==> config.mk <==
export PLATFORM = sky130hd
export DESIGN_NAME = rx_stat_classifier
export DESIGN_NICKNAME = d
export VERILOG_FILES = /design/src/rtl/rx_stat_pkg.sv /design/src/rtl/rx_stat_dp.sv /design/src/rtl/rx_stat_ctrl.sv /design/src/rtl/rx_stat_classifier.sv
export SDC_FILE = /design/constraint.sdc
export NUM_CORES = 1
export LEC_CHECK = 0
export ABC_CLOCK_PERIOD_IN_PS = 800
export BUFFER_PORTS_ARGS = -buffer_cell sky130_fd_sc_hd__buf_2
export CORE_MARGIN = 4
export CORE_UTILIZATION = 27
export CTS_BUF_LIST = sky130_fd_sc_hd__clkbuf_8
export DETAILED_ROUTE_END_ITERATION = 8
export GPL_TIMING_DRIVEN = 0
export PLACE_DENSITY = 0.78
export SLEW_MARGIN = 20
export SYNTH_ARGS = -nofsm -noshare
export SYNTH_HDL_FRONTEND = slang
export SYNTH_SLANG_ARGS = --single-unit
==> constraint.sdc <==
create_clock -name clk -period 0.8 [get_ports clk]
set_clock_uncertainty 0.05 [all_clocks]
set_input_delay 0.08 -clock clk [delete_from_list [all_inputs] [get_ports clk]]
set_output_delay 0.08 -clock clk [all_outputs]
set_load 0.05 [all_outputs]
==> src/rtl/rx_stat_pkg.sv <==
package rx_stat_pkg;
  localparam int MAC_W = 48;
  localparam int GROUP_BIT = MAC_W - 8;

  typedef struct packed {
    logic lenOk;
    logic allOnes;
    logic groupAddr;
  } frameInfo_t;

  typedef struct packed {
    logic good;
    logic bcast;
    logic mcast;
  } qualStrobes_t;
endpackage

==> src/rtl/rx_stat_dp.sv <==
module rx_stat_dp
  import rx_stat_pkg::*;
#(
  parameter int LEN_W   = 14,
  parameter int MIN_LEN = 64
) (
  input  logic [MAC_W-1:0] destAddr,
  input  logic [LEN_W-1:0] frameLen,
  input  logic [LEN_W-1:0] maxLen,
  output frameInfo_t       info
);
  localparam logic [LEN_W-1:0] MinLenV = LEN_W'(MIN_LEN);

  logic aboveMin, belowMax;

  always_comb begin
    aboveMin       = frameLen >= MinLenV;
    belowMax       = frameLen <= maxLen;
    info.lenOk     = aboveMin && belowMax;
    info.allOnes   = &destAddr;
    info.groupAddr = destAddr[GROUP_BIT];
  end
endmodule

==> src/rtl/rx_stat_ctrl.sv <==
module rx_stat_ctrl
  import rx_stat_pkg::*;
(
  input  logic         clk,
  input  logic         rstN,
  input  logic         frameEnd,
  input  logic         addrHit,
  input  logic         promiscHit,
  input  logic         crcErr,
  input  logic         alignErr,
  input  logic         codeErr,
  input  frameInfo_t   info,
  output qualStrobes_t strobes
);
  logic accepted, clean, goodNow;
  qualStrobes_t nextStrobes;

  always_comb begin
    accepted          = addrHit || promiscHit;
    clean             = !(crcErr || alignErr || codeErr);
    goodNow           = frameEnd && accepted && clean && info.lenOk;
    nextStrobes.good  = goodNow;
    nextStrobes.bcast = goodNow && info.allOnes;
    nextStrobes.mcast = goodNow && info.groupAddr && !info.allOnes;
  end

  always_ff @(posedge clk or negedge rstN) begin
    if (!rstN) strobes <= '0;
    else       strobes <= nextStrobes;
  end

  // no pulse without a frame end one cycle earlier
  assert_pulse_after_end_R2: assert property (@(posedge clk) disable iff (!rstN)
    !frameEnd |=> (strobes == '0));

  assert_need_accept_R3: assert property (@(posedge clk) disable iff (!rstN)
    (frameEnd && !addrHit && !promiscHit) |=> !strobes.good);

  assert_len_window_R4: assert property (@(posedge clk) disable iff (!rstN)
    (frameEnd && !info.lenOk) |=> !strobes.good);

  assert_err_blocks_R5: assert property (@(posedge clk) disable iff (!rstN)
    (frameEnd && (crcErr || alignErr || codeErr)) |=> (strobes == '0));

  assert_bcast_addr_R6: assert property (@(posedge clk) disable iff (!rstN)
    (frameEnd && !info.allOnes) |=> !strobes.bcast);

  assert_mcast_addr_R7: assert property (@(posedge clk) disable iff (!rstN)
    (frameEnd && !info.groupAddr) |=> !strobes.mcast);

  assert_sub_implies_good_R8: assert property (@(posedge clk) disable iff (!rstN)
    (strobes.bcast || strobes.mcast) |-> strobes.good);

  assert_class_exclusive_R8: assert property (@(posedge clk) disable iff (!rstN)
    !(strobes.bcast && strobes.mcast));
endmodule

==> src/rtl/rx_stat_classifier.sv <==
module rx_stat_classifier
  import rx_stat_pkg::*;
#(
  parameter int LEN_W   = 14,
  parameter int MIN_LEN = 64
) (
  input  logic             clk,
  input  logic             rstN,
  input  logic             frameEnd,
  input  logic [47:0]      destAddr,
  input  logic [LEN_W-1:0] frameLen,
  input  logic [LEN_W-1:0] maxLen,
  input  logic             addrHit,
  input  logic             promiscHit,
  input  logic             crcErr,
  input  logic             alignErr,
  input  logic             codeErr,
  input  logic             overrun,
  output logic             incGood,
  output logic             incBcast,
  output logic             incMcast
);
  frameInfo_t   info;
  qualStrobes_t strobes;
  logic         unusedOverrun;

  // overrun is deliberately not consumed by any decision
  assign unusedOverrun = overrun;

  rx_stat_dp #(.LEN_W(LEN_W), .MIN_LEN(MIN_LEN)) u_dp (
    .destAddr (destAddr),
    .frameLen (frameLen),
    .maxLen   (maxLen),
    .info     (info)
  );

  rx_stat_ctrl u_ctrl (
    .clk        (clk),
    .rstN       (rstN),
    .frameEnd   (frameEnd),
    .addrHit    (addrHit),
    .promiscHit (promiscHit),
    .crcErr     (crcErr),
    .alignErr   (alignErr),
    .codeErr    (codeErr),
    .info       (info),
    .strobes    (strobes)
  );

  assign incGood  = strobes.good;
  assign incBcast = strobes.bcast;
  assign incMcast = strobes.mcast;
endmodule

==> results.sh <==
export IMPL_grt_pass1_wl_um=3480
export IMPL_outcome="finished, violations left"
export IMPL_grt_max_degree=4
export IMPL_period_share_pct=144
export IMPL_clk_pin_slew_ns=0.03
export IMPL_cts_buffers=3
export IMPL_hold_path_class="in -> reg"
export IMPL_cts_tree="done"
export IMPL_drt_wl_total_um=2660
export IMPL_p_comb_share_pct=46.9
export IMPL_ys_types=20
export IMPL_die_w_um=54.4
export IMPL_port_buffers=86
export IMPL_fin_nets=267
export IMPL_fin_hold_ws_ns=0.0510
export IMPL_synth_seq_cells=3
export IMPL_crit_required_ns=0.88
export IMPL_end_kind="flop"
export IMPL_clkPwrFrac_pct=39.0
export IMPL_die_y_um=54.4
export IMPL_htreeDepth=1
export IMPL_n_antenna_cell=0
export IMPL_drtIter0Drc=9
export IMPL_gp_congestion=0.650
export IMPL_core_um2=2000
export IMPL_regMostFlops="u_ctrl.strobes"
export IMPL_ir_drop_uv=527
export IMPL_start_kind="input port"
export IMPL_fill_cells=185
export IMPL_overflow=0
export IMPL_critPathMaxFanout=3
export IMPL_drc_errors=0
export IMPL_violations="negative setup slack"
export IMPL_rsz0062_at_grt="true"
export IMPL_arrival_ns=1.23
export IMPL_dr_pass1_iters=4
export IMPL_slew_limit_headroom_pct=73.2
export IMPL_min_period_ns=1.15
export IMPL_internal_power_uw=789
export IMPL_fmax_mhz=869
export IMPL_p_leak_nw=0.684
export IMPL_most_common_layout_cells="buf_2, nand4_1, buf_6"
export IMPL_largestRegisters="u_ctrl.strobes (3)"
export IMPL_holdPathEnd="u_ctrl.strobes[0]$_DFF_PN0_"
export IMPL_syn_num_nets=174
export IMPL_ys_seq_area_share_pct=12.9
export IMPL_dieArea_um2=2960
export IMPL_drv_cap=0
export IMPL_viasPerCell=4.80
export IMPL_grt_pass1_vias=909
export IMPL_hold_viol=0
export IMPL_syn_avg_cell_area_um2=7.74
export IMPL_root_buffer="clkbuf_8"
export IMPL_num_vias=932
export IMPL_num_rows=16
export IMPL_clock_sinks=3
export IMPL_drive_above_1_share_pct=67.1
export IMPL_initial_core_util_pct=29.0
export IMPL_syn2layout_area_growth_pct=129
export IMPL_num_io_pins=88
export IMPL_swShare_pct=28.0
export IMPL_fin_area_um2=1330
export IMPL_grtUsageTotal_pct=16.1
export IMPL_largest_reg_flops=3
export IMPL_criticalPathCategory="in -> reg"
export IMPL_synth_warnings=0
export IMPL_final_common_cell="buf_2"
export IMPL_dpl_cell_area_um2=1100
export IMPL_cts_buffer_depth=2
export IMPL_hp_start="destAddr[40]"
export IMPL_seq_power_share_pct=14.1
export IMPL_setup_viol=6
export IMPL_drtAntennaViolNets=0
export IMPL_fin_ws_ns=-0.351
export IMPL_hpwl_um=2300
export IMPL_drv_slew=0
export IMPL_synthesis_area_um2=581
export IMPL_switching_power_uw=306
export IMPL_grt_antenna_before_repair=0
export IMPL_syn_instance_count=75
export IMPL_timing_setup_tns_ns=-1.20
export IMPL_dp_cells=188
export IMPL_hold_depth=3
export IMPL_routedWlPerCell_um=13.7
export IMPL_worst_slew_pin_slew_ns=0.397
export IMPL_powerDensity_nw_per_um2=825
export IMPL_stdcell_count=194
routing by layer:
layer | wire length, um | vias up | global-route usage [%]
met5 | 0 | - | 0
met4 | 29 | 0 | 4.98
met3 | 171 | 4 | 3.27
met2 | 1490 | 34 | 29.5
met1 | 966 | 418 | 18.4
li1 | - | 476 | -
power groups by stage:
stage | combinational (mW) | clock (mW) | sequential, mW
3_3_place_gp | 0.402 | 0 | 0.156
4_1_cts | 0.457 | 0.430 | 0.155
3_5_place_dp | 0.417 | 0 | 0.156
5_1_grt | 0.578 | 0.453 | 0.155
6_report | 0.514 | 0.427 | 0.155
2_1_floorplan | 0.157 | 0 | 0.162
worst max-delay path by stage:
stage	to	from	depth (start not counted)
2_1_floorplan	u_ctrl.strobes[0]$_DFF_PN0_	maxLen[4]	7
5_1_grt	u_ctrl.strobes[0]$_DFF_PN0_	maxLen[1]	8
3_3_place_gp	u_ctrl.strobes[0]$_DFF_PN0_	maxLen[4]	8
4_1_cts	u_ctrl.strobes[1]$_DFF_PN0_	frameLen[1]	7
3_5_place_dp	u_ctrl.strobes[1]$_DFF_PN0_	maxLen[4]	8
6_report	u_ctrl.strobes[0]$_DFF_PN0_	maxLen[7]	8
layout make-up:
class	instances	area (um^2)	area share (%)
flip-flops and latches	3	75.1	5.66
clock inverters	1	3.75	0.283
well taps	27	33.8	2.54
repair buffers	88	520	39.2
multi-input cells	58	591	44.5
clock buffers	3	41.3	3.11
inverters	14	62.6	4.71
stage by stage:
stage	power [mW]	util, %	setup slack (ns)
floorplan	0.319	-	-0.397
global placement	0.558	55.2	-0.651
detailed placement	0.574	55.2	-0.658
CTS	1.04	61.9	-0.379
global route	1.19	66.3	-0.436
finish	1.10	66.3	-0.351
synthesized netlist by cell type:
master	count	share of area [%]
nor4b_1	1	1.5
a21o_1	2	2.6
dfrtp_1	3	13
and4_1	1	1.5
o21ai_2	1	1.5
nand3_1	3	2.6
nor2_1	2	1.3
nor4_1	3	3.2
a21oi_1	5	4.3
nand2_1	2	1.3
or4_1	2	2.6
nor3_1	2	1.7
inv_1	14	9.1
o21ai_0	1	0.86
ha_1	14	30
nor2b_1	1	1.1
o31a_1	1	1.5
nand4_1	15	16
o221ai_2	1	2.6
a311oi_1	1	1.5
worst max-delay path, cell delays in order:
cell and delay (ns):
buf_2 0.10, inv_2 0.06, ha_4 0.20, a21o_1 0.17, nand3_1 0.06, a21oi_1 0.07
o31a_1 0.33, nor3_1 0.17
cells by family (layout without fill, tap and decap cells):
family	after synthesis	in the layout	share of synthesized area, %
simple gates	32	32	33.0
compound gates	12	12	14.9
buf+inv	14	106	9.05
flops	3	3	12.9
fa+ha+maj	14	14	30.2
what timing repair did:
item	CTS	global route
gates cloned	0	0
setup endpoints to repair	6	6
hold endpoints to repair	3	0
hold buffers	1	0
setup buffers	1	0
gates resized for setup	15	13
pin swaps	2	4
No activity file was read; power rests on OpenSTA's default activity.
